--- src/rtl/mw_pkg.sv ---
package mw_pkg;
  timeunit 1ns; timeprecision 1ps;

  localparam logic [2:0] OPC_READ  = 3'b110;
  localparam logic [2:0] OPC_WRITE = 3'b101;
  localparam logic [4:0] OPC_UNLOCK = 5'b10011;
  localparam logic [4:0] OPC_LOCK   = 5'b10000;

  typedef enum logic [4:0] {
    S_IDLE, S_SET0, S_SET1,
    S_OBIT, S_ORISE, S_OFALL, S_OEND,
    S_IRISE, S_IFALL,
    S_SB0, S_SB1, S_SB2, S_SB3,
    S_POLL,
    S_CL0, S_CL1, S_CL2
  } step_t;

  typedef enum logic [2:0] {
    K_SETUP, K_OUT, K_IN, K_STBY, K_POLL, K_CLEAN, K_END
  } seg_t;

  // Segment list of each transfer, indexed by stage number
  function automatic seg_t seg_of(input logic wr, input logic [3:0] st);
    seg_t k;
    k = K_END;
    if (!wr) begin
      case (st)
        4'd0: k = K_SETUP;
        4'd1: k = K_OUT;
        4'd2: k = K_IN;
        4'd3: k = K_STBY;
        default: k = K_END;
      endcase
    end else begin
      case (st)
        4'd0: k = K_SETUP;
        4'd1: k = K_OUT;
        4'd2: k = K_STBY;
        4'd3: k = K_OUT;
        4'd4: k = K_STBY;
        4'd5: k = K_POLL;
        4'd6: k = K_STBY;
        4'd7: k = K_OUT;
        4'd8: k = K_CLEAN;
        default: k = K_END;
      endcase
    end
    return k;
  endfunction
endpackage

--- src/rtl/mw_timer.sv ---
module mw_timer #(
  parameter int W = 8
) (
  input  logic         clk,
  input  logic         rst,
  input  logic         load,
  input  logic [W-1:0] len,
  output logic         done
);
  timeunit 1ns; timeprecision 1ps;

  logic [W-1:0] cnt;

  always_ff @(posedge clk) begin
    if (rst)              cnt <= '0;
    else if (load)        cnt <= len - W'(1);
    else if (cnt != '0)   cnt <= cnt - W'(1);
  end

  assign done = (cnt == '0);
endmodule

--- src/rtl/mw_shreg.sv ---
module mw_shreg #(
  parameter int W = 25
) (
  input  logic         clk,
  input  logic         rst,
  input  logic         load,
  input  logic [W-1:0] load_val,
  input  logic         shift,
  input  logic         sin,
  output logic [W-1:0] q
);
  timeunit 1ns; timeprecision 1ps;

  always_ff @(posedge clk) begin
    if (rst)        q <= '0;
    else if (load)  q <= load_val;
    else if (shift) q <= {q[W-2:0], sin};
  end
endmodule

--- src/rtl/mw_eeprom_ctrl.sv ---
module mw_eeprom_ctrl
  import mw_pkg::*;
#(
  parameter int HALF_CYCLES = 10000,
  parameter int POLL_CYCLES = 10000,
  parameter int POLL_LIMIT  = 200,
  parameter int ADDR_W      = 6,
  parameter int DATA_W      = 16
) (
  input  logic              clk,
  input  logic              rst,
  input  logic              req,
  input  logic              req_wr,
  input  logic [ADDR_W-1:0] req_addr,
  input  logic [DATA_W-1:0] req_wdata,
  output logic              ack,
  output logic [DATA_W-1:0] rd_data,
  output logic              err,
  output logic              ee_cs,
  output logic              ee_sk,
  output logic              ee_di,
  input  logic              ee_do
);
  timeunit 1ns; timeprecision 1ps;

  localparam int CMD_W = 3 + ADDR_W;
  localparam int SH_W  = CMD_W + DATA_W;
  localparam int TMAX  = (HALF_CYCLES > POLL_CYCLES) ? HALF_CYCLES : POLL_CYCLES;
  localparam int TW    = $clog2(TMAX + 1);
  localparam int PW    = $clog2(POLL_LIMIT + 1);
  localparam int BW    = $clog2(SH_W + 1);

  step_t             step, nstep;
  logic [3:0]        stage, stage_n;
  logic              op_wr, tout;
  logic [ADDR_W-1:0] addr_q;
  logic [DATA_W-1:0] wdata_q;
  logic [BW-1:0]     bits_left;
  logic [PW-1:0]     poll_cnt;

  logic              tmr_load, tmr_done;
  logic [TW-1:0]     tmr_len;
  logic [SH_W-1:0]   sh_q, ld_val;
  logic [BW-1:0]     ld_len;
  logic              adv, seg_end, start, do_shift, sin, poll_retry, poll_tout;
  logic              sh_load, obit;
  seg_t              seg_n;

  mw_timer #(.W(TW)) u_timer (
    .clk(clk), .rst(rst), .load(tmr_load), .len(tmr_len), .done(tmr_done)
  );

  mw_shreg #(.W(SH_W)) u_shreg (
    .clk(clk), .rst(rst), .load(sh_load), .load_val(ld_val),
    .shift(do_shift), .sin(sin), .q(sh_q)
  );

  assign stage_n = stage + 4'd1;
  assign seg_n   = seg_of(op_wr, stage_n);

  // Command word for the next output segment, left aligned
  always_comb begin
    ld_val = '0;
    ld_len = BW'(CMD_W);
    if (!op_wr) begin
      ld_val = {OPC_READ, addr_q, {DATA_W{1'b0}}};
    end else if (stage_n == 4'd3) begin
      ld_val = {OPC_WRITE, addr_q, wdata_q};
      ld_len = BW'(SH_W);
    end else if (stage_n == 4'd1) begin
      ld_val = {OPC_UNLOCK, {(CMD_W-5){1'b0}}, {DATA_W{1'b0}}};
    end else begin
      ld_val = {OPC_LOCK, {(CMD_W-5){1'b0}}, {DATA_W{1'b0}}};
    end
  end

  always_comb begin
    adv        = tmr_done && (step != S_IDLE) && (step != S_POLL);
    seg_end    = 1'b0;
    start      = 1'b0;
    do_shift   = 1'b0;
    sin        = 1'b0;
    poll_retry = 1'b0;
    poll_tout  = 1'b0;
    nstep      = step;
    case (step)
      S_IDLE:  if (req) begin nstep = S_SET0; start = 1'b1; end
      S_SET0:  if (adv) nstep = S_SET1;
      S_SET1:  if (adv) seg_end = 1'b1;
      S_OBIT:  if (adv) nstep = S_ORISE;
      S_ORISE: if (adv) begin nstep = S_OFALL; do_shift = 1'b1; end
      S_OFALL: if (adv) nstep = (bits_left == '0) ? S_OEND : S_OBIT;
      S_OEND:  if (adv) seg_end = 1'b1;
      S_IRISE: if (adv) begin nstep = S_IFALL; do_shift = 1'b1; sin = ee_do; end
      S_IFALL: if (adv) begin
                 if (bits_left == '0) seg_end = 1'b1;
                 else                 nstep = S_IRISE;
               end
      S_SB0:   if (adv) nstep = S_SB1;
      S_SB1:   if (adv) nstep = S_SB2;
      S_SB2:   if (adv) nstep = S_SB3;
      S_SB3:   if (adv) seg_end = 1'b1;
      S_POLL:  if (tmr_done) begin
                 if (ee_do) seg_end = 1'b1;
                 else if (poll_cnt == PW'(POLL_LIMIT - 1)) begin
                   seg_end = 1'b1; poll_tout = 1'b1;
                 end else poll_retry = 1'b1;
               end
      S_CL0:   if (adv) nstep = S_CL1;
      S_CL1:   if (adv) nstep = S_CL2;
      S_CL2:   if (adv) seg_end = 1'b1;
      default: nstep = S_IDLE;
    endcase
    if (seg_end) begin
      case (seg_n)
        K_OUT:   nstep = S_OBIT;
        K_IN:    nstep = S_IRISE;
        K_STBY:  nstep = S_SB0;
        K_POLL:  nstep = S_POLL;
        K_CLEAN: nstep = S_CL0;
        default: nstep = S_IDLE;
      endcase
    end
    sh_load  = seg_end && (seg_n == K_OUT);
    obit     = sh_load ? ld_val[SH_W-1] : sh_q[SH_W-1];
    tmr_load = start || adv || poll_retry || (step == S_POLL && seg_end);
    if (nstep == S_POLL && step != S_POLL) tmr_len = TW'(1);
    else if (poll_retry)                    tmr_len = TW'(POLL_CYCLES);
    else                                    tmr_len = TW'(HALF_CYCLES);
  end

  always_ff @(posedge clk) begin
    if (rst) begin
      step      <= S_IDLE;
      stage     <= '0;
      op_wr     <= 1'b0;
      addr_q    <= '0;
      wdata_q   <= '0;
      bits_left <= '0;
      poll_cnt  <= '0;
      tout      <= 1'b0;
      ee_cs     <= 1'b0;
      ee_sk     <= 1'b0;
      ee_di     <= 1'b0;
      ack       <= 1'b0;
      rd_data   <= '0;
      err       <= 1'b0;
    end else begin
      ack  <= 1'b0;
      step <= nstep;
      if (start) begin
        op_wr   <= req_wr;
        addr_q  <= req_addr;
        wdata_q <= req_wdata;
        stage   <= '0;
        tout    <= 1'b0;
      end
      if (do_shift)   bits_left <= bits_left - BW'(1);
      if (poll_retry) poll_cnt  <= poll_cnt + PW'(1);
      if (poll_tout)  tout      <= 1'b1;
      if (seg_end) begin
        stage <= stage_n;
        case (seg_n)
          K_OUT:  bits_left <= ld_len;
          K_IN:   bits_left <= BW'(DATA_W);
          K_POLL: poll_cnt  <= '0;
          K_END: begin
            ack <= 1'b1;
            err <= tout || poll_tout;
            if (!op_wr) rd_data <= sh_q[DATA_W-1:0];
          end
          default: ;
        endcase
      end
      // Pin update on entry to each step
      if (nstep != step) begin
        case (nstep)
          S_SET0:                         begin ee_sk <= 1'b0; ee_di <= 1'b0; end
          S_SET1, S_SB2:                  ee_cs <= 1'b1;
          S_OBIT:                         ee_di <= obit;
          S_ORISE, S_IRISE, S_SB1, S_CL1: ee_sk <= 1'b1;
          S_OFALL, S_IFALL, S_SB3, S_CL2: ee_sk <= 1'b0;
          S_OEND:                         ee_di <= 1'b0;
          S_SB0:                          begin ee_cs <= 1'b0; ee_sk <= 1'b0; end
          S_CL0:                          begin ee_cs <= 1'b0; ee_di <= 1'b0; end
          default: ;
        endcase
      end
    end
  end
endmodule

--- config.mk ---
export PLATFORM = sky130hd
export DESIGN_NAME = mw_eeprom_ctrl
export DESIGN_NICKNAME = d
export VERILOG_FILES = /design/src/rtl/mw_pkg.sv /design/src/rtl/mw_timer.sv /design/src/rtl/mw_shreg.sv /design/src/rtl/mw_eeprom_ctrl.sv
export SDC_FILE = /design/constraint.sdc
export NUM_CORES = 1
export LEC_CHECK = 0
export BUFFER_PORTS_ARGS = -buffer_cell sky130_fd_sc_hd__buf_2
export CORE_UTILIZATION = 55
export DETAILED_ROUTE_END_ITERATION = 8
export PLACE_DENSITY_LB_ADDON = 0.08
export SKIP_CTS_REPAIR_TIMING = 1
export SLEW_MARGIN = 20
export SYNTH_ARGS = -nofsm -noshare
export SYNTH_HDL_FRONTEND = slang
export SYNTH_SLANG_ARGS = --single-unit
--- constraint.sdc ---
create_clock -name clk -period 4.3 [get_ports clk]
set_clock_uncertainty 0.1 [all_clocks]
set_input_delay 0.43 -clock clk [delete_from_list [all_inputs] [get_ports clk]]
set_output_delay 0.43 -clock clk [all_outputs]
set_load 0.01 [all_outputs]
==> results of run 1 <==
-- per-stage QoR --
step	cell area [um2]	std cells	utilization	hold WS, ps
after global placement	5880	842	0.598	344
after global routing	6110	858	0.622	146
after floorplan	5590	692	-	330
after CTS	6100	858	0.621	146
after detailed placement	5880	842	0.598	347
final	6110	858	0.622	161
-- metal layers --
metal,up-vias,part of all wire,GRT usage,wire (um)
met2,156,0.48,0.427,6120
met3,18,0.061,0.0698,777
li1,2502,-,-,-
met5,-,0,0,0
met4,0,0.012,0.0726,157
met1,2275,0.45,0.336,5740
-- sequential cells by signal (all words and copies together) (netlist names), 4 cells and up --
| name | flops |
|---|---|
| u_shreg.q | 25 |
| step | 5 |
| addr_q | 6 |
| wdata_q | 16 |
| u_timer.cnt | 14 |
| bits_left | 5 |
| rd_data | 16 |
| poll_cnt | 8 |
| stage | 4 |
-- cell families (layout without fill, tap and decap cells) --
family	after synthesis	in the layout	synth area share
AND/OR/NAND/NOR	287	287	0.261
AO/OA/AOI/OAI	186	186	0.214
flip-flops	106	106	0.380
buffers and inverters	62	95	0.0524
multiplexers	21	21	0.0378
XOR/XNOR	20	20	0.0327
adder cells (fa/ha/maj)	10	10	0.0224
-- synth_stat cells (5+ instances only) --
| library cell | number |
|---|---|
| xnor2_1 | 10 |
| mux2i_1 | 20 |
| and2_1 | 9 |
| clkbuf_1 | 28 |
| dfxtp_1 | 106 |
| nor2_1 | 71 |
| a21oi_1 | 71 |
| nor3_1 | 10 |
| nor4_1 | 5 |
| nand2b_1 | 6 |
| inv_1 | 16 |
| a211oi_1 | 13 |
| nand3_1 | 21 |
| o21ai_0 | 46 |
| o22ai_1 | 5 |
| ha_1 | 10 |
| and3_1 | 11 |
| nand2_1 | 108 |
| buf_2 | 7 |
| a31oi_1 | 10 |
| xor2_1 | 9 |
-- path summary, 6_finish.rpt --
| kind | from | endpoint | slack (ps) | cells past startpoint |
|---|---|---|---|---|
| max | stage[1] | u_timer.cnt[4] | 400 | 15 |
| min | req_addr[4] | addr_q[4] | 160 | 3 |
| max reg2reg | stage[1] | u_timer.cnt[4] | 400 | 15 |
| min reg2reg | wdata_q[1] | u_shreg.q[1] | 360 | 2 |
-- power groups by stage --
stage,clock network (mW),registers [mW],logic (mW)
after floorplan,0,1.08,0.298
after global placement,0,1.10,0.366
after detailed placement,0,1.10,0.373
after CTS,0.695,1.08,0.374
after global routing,0.737,1.09,0.416
final,0.676,1.08,0.374
-- layout make-up --
class                      instances  area [um2]
tap                              133         166
clock buffer                      10         138
inverter                          17        63.8
timing repair buffer              62         348
clock inverter                     6        82.6
sequential                       106        2120
multi-input combinational        524        3190
fill                             898        3710
-- worst register-to-register path: stages (launching register included) --
cell and delay (ps):
dfxtp_1 520, inv_1 150, ha_1 290, o21a_1 230, o2111a_1 260, nor2_1 210, a21bo_2 290, a31oi_4 300
nand2_2 120, nor3_4 250, a21oi_1 80, ha_1 290, inv_1 130, o31ai_1 80, and3_1 190, a2111oi_2 320
==> results.yml, run 1 <==
run_status:
  outcome: "complete, no violations"
synthesis:
  synth_cells: 692
  yosysWarningCount: 0
  synth-edff-count: 0
  async_reset_ff_frac: 0
  synth_top_area_cell: "dfxtp_1"
  syn_nets: 729
  syn_area_um2: 5590
  synth-main-ff-cell: "dfxtp_1"
  yosysUniqueCellTypes: 80
  synthTopCellsByArea: "dfxtp_1, nand2_1, a21oi_1"
  synth.yosys.seq_area_share: 0.380
  yosysTopAreaCellShare: 0.380
  synth.avg_cell_area_um2: 8.08
  ys_ff_latch: 106
pwr:
  swShare: 0.303
  clockPowerShare: 0.318
  p_int_mw: 1.48
  p_per_area_nw_per_um2: 348
  comb_power_share: 0.176
  p_sw_uw: 645
  total_power_mw: 2.13
  ir_worst_vdd_uv: 327
  seq_power_share: 0.506
  power_leakage_nw: 2.29
finish:
  area_growth_pct: 9.29
  final_cell_mix: "nand2_1, dfxtp_1, nor2_1, a21oi_1, buf_2"
  fin_nets: 757
  drive_gt1_frac: 0.156
  final_common_cell: "nand2_1"
  antenna_cells: 0
global_route:
  grt_pass1_vias: 4524
  grt_max_degree: 72
  antenna_found_initial: 0
  overflow: 0
  track_usage: 0.260
  grt_pass1_wl_mm: 21.5
timing:
  fin_tns_setup_ps: 0
  finalSetupViolations: 0
  period_needed_ps: 3900
  timing.final.ws_setup_ps: 399
  relSlewSlack: 0.378
  max_freq_mhz: 256
  min_period_over_period: 0.907
  worst-slew-pin-transition_ps: 927
  final_hold_viol_count: 0
  grt_setup_unrepaired: "no"
  drv_slew: 0
floorplan:
  io_pins: 48
  core_um2: 9820
  die_area_um2: 10600
  rows: 36
  die_h_um: 103
  die_w_um: 103
  start_util: 0.569
placement:
  pre_cts_ws_ps: 245
  hpwlAfterDp_mm: 8.92
  place.gp.congestion: 0.870
  portBuffers: 47
setup_path:
  cp_data_required_time_ps: 4490
  crit_path_start_kind: "flop"
  slowest_stage: "dfxtp_1"
  crit_path_end_kind: "flop"
  criticalPathCategory: "reg -> reg"
  crit_chain: "inv_1 > ha_1 > o21a_1 > o2111a_1 > nor2_1 > a21bo_2 > a31oi_4 > nand2_2 > nor3_4 > a21oi_1 > ha_1 > inv_1 > o31ai_1 > and3_1 > a2111oi_2"
  critical_path.top_delay_family: "compound AO/OA/AOI/OAI gates"
  cp.arrival_ps: 4090
  cp_slowest_stage_delay_ps: 520
  crit_buf_inv: 2
  crit_fanout: 9
clocking:
  cts_inserted_buffers: 9
  htreeDepth: 3
  cts_buffer_depth: 2
  clk_pin_slew_ps: 110
  clock_sinks: 106
  cts_tree: "yes"
  clock-root-buffer: "clkbuf_8"
  clk_latency_ps: 390
route:
  drc: 0
  ant_nets: 0
  wl_per_cell_um: 14.9
  vias: 4951
  drt_wl_total_mm: 12.8
  dr.pass1.iters: 5
  first_iter_violations: 284
  viasPerCell: 5.77
worst_hold_path:
  min_path_type: "in -> reg"
job:
  maxCapViolations: 0
Note: power is estimated with default switching activity, not from simulation.
==> run 2: changes to the inputs <==
- BUFFER_PORTS_ARGS: -buffer_cell sky130_fd_sc_hd__buf_2 -> unset
- DONT_BUFFER_PORTS: unset -> 1
==> run 2 against run 1 <==
  * Total power is 1.6% lower
  * Die area stayed put
  * Combinational power is 1% lower
  * Critical endpoint unchanged
  * Critical path depth is 1 lower
  * Global-route usage is 0.20 points higher
  * Maximum frequency is 0.79% lower
  * Sequential share of layout area is 1.4 points higher
  * Sequential power hardly changed
  * Highest routed layer unchanged
  * Routed wire length is 3.5% higher
  * Clock power is 4.3% lower
  * Utilization is 2.3 points lower
==> results.yml, run 2 (synthesis results as in run 1) <==
run_status:
  outcome: "complete, no violations"
floorplan:
  die_area_um2: 10600
  core_um2: 9820
  start_util: 0.569
  io_pins: 48
  die_h_um: 103
  die_w_um: 103
  rows: 36
clocking:
  cts_inserted_buffers: 9
  cts_tree: "yes"
  clk_latency_ps: 390
  cts_buffer_depth: 2
  clock-root-buffer: "clkbuf_8"
  clock_sinks: 106
  htreeDepth: 3
  clk_pin_slew_ps: 100
route:
  dr.pass1.iters: 5
  drc: 0
  ant_nets: 0
  wl_per_cell_um: 16.3
  drt_wl_total_mm: 13.2
  vias: 4843
  viasPerCell: 5.96
  first_iter_violations: 310
setup_path:
  criticalPathCategory: "reg -> reg"
  cp.arrival_ps: 4120
  timing.rr.end: "u_timer.cnt[4]"
  cp_data_required_time_ps: 4480
  crit_fanout: 14
  r2r-start: "stage[1]"
  reg2reg_setup_slack_ps: 370
  cp-startpoint: "stage[1]"
  cp-endpoint: "u_timer.cnt[4]"
  crit_path_end_kind: "flop"
  crit_path_start_kind: "flop"
  r2r_cells: 14
placement:
  pre_cts_ws_ps: 218
  hpwlAfterDp_mm: 9.03
  placed_cell_area_um2: 5640
  portBuffers: 0
  place.gp.congestion: 0.876
pwr:
  p_per_area_nw_per_um2: 356
  power_leakage_nw: 2.09
  ir_worst_vdd_uv: 322
job:
  maxCapViolations: 0
global_route:
  grt_pass1_vias: 4388
  grt_max_degree: 73
  antenna_found_initial: 0
  grt_pass1_wl_mm: 21.4
  track_usage: 0.262
  overflow: 0
finish:
  top_register: "u_shreg.q"
  final_cell_area_um2: 5880
  area_growth_pct: 5.19
  reg.largest.list: "u_shreg.q: 25 flops, rd_data: 16 flops, wdata_q: 16 flops"
  largest_register_ffs: 25
  antenna_cells: 0
  drive_gt1_frac: 0.0956
  final_cell_mix: "nand2_1, dfxtp_1, nor2_1, a21oi_1, o21ai_0"
  final_common_cell: "nand2_1"
  fillCellCount: 945
  fin_nets: 712
timing:
  finalSetupViolations: 0
  worst-slew-pin-transition_ps: 704
  min_period_over_period: 0.914
  hold_ws_ps: 67.5
  max_freq_mhz: 254
  grt_setup_unrepaired: "no"
  period_needed_ps: 3930
  timing.final.ws_setup_ps: 368
  drv_slew: 0
  relSlewSlack: 0.526
  final_hold_viol_count: 0
  fin_tns_setup_ps: 0
worst_hold_path:
  holdPathStages: 2
  min_path_type: "in -> reg"
## run 2: changes by cell type in the layout (fill, tap and decap cells not counted), sizes merged
cell and change:
buf -46, clkbuf +1, clkinv -1, clkinvlp -1, dlygate4sd3 +1, inv +1
## run 2: through the flow
step,std cells,util,power [mW]
after floorplan,692,-,1.38
after global placement,795,0.574,1.44
after detailed placement,795,0.574,1.45
after CTS,811,0.595,2.10
after global routing,813,0.599,2.20
final,813,0.599,2.09
## run 2: how the worst min path moves through the flow
stage	startpoint	endpoint	slack, ps
finish	req_wdata[5]	wdata_q[5]	70
global route	req_addr[5]	addr_q[5]	40
CTS	rst	wdata_q[7]	-20
detailed placement	wdata_q[13]	wdata_q[13]	340
global placement	addr_q[2]	addr_q[2]	340
floorplan	wdata_q[1]	u_shreg.q[1]	330
## run 2: layout make-up
class / instances / area [um2] / area share
Tap cell: 133 / 166 / 0.0283
Inverter: 17 / 63.8 / 0.0109
Sequential cell: 106 / 2120 / 0.361
Timing Repair Buffer: 17 / 150 / 0.0255
Multi-Input combinational cell: 524 / 3180 / 0.540
Clock buffer: 11 / 131 / 0.0223
Clock inverter: 5 / 67.6 / 0.0115
## run 2: power breakdown
| part | total (mW) | internal, mW | switching [mW] |
|---|---|---|---|
| Clock | 0.647 | 0.281 | 0.367 |
| Combinational | 0.369 | 0.149 | 0.220 |
| Sequential | 1.08 | 1.03 | 0.0483 |
## run 2: routing by layer
layer,global-route usage,part of all wire
met5,0,0
met4,0.0856,0.016
met3,0.0617,0.044
met2,0.415,0.47
met1,0.352,0.47
## run 2: worst max-delay path: stages, from the launching register on
cell and delay, ps:
dfxtp_1 490, ha_2 390, o22ai_1 120, a222oi_1 450, a21bo_2 260, nand3_1 190
a31oi_4 370, nand2_2 120, nor3_4 260, a21oi_1 80, ha_1 290, inv_1 130
o31ai_1 70, and3_1 200, a2111oi_2 320
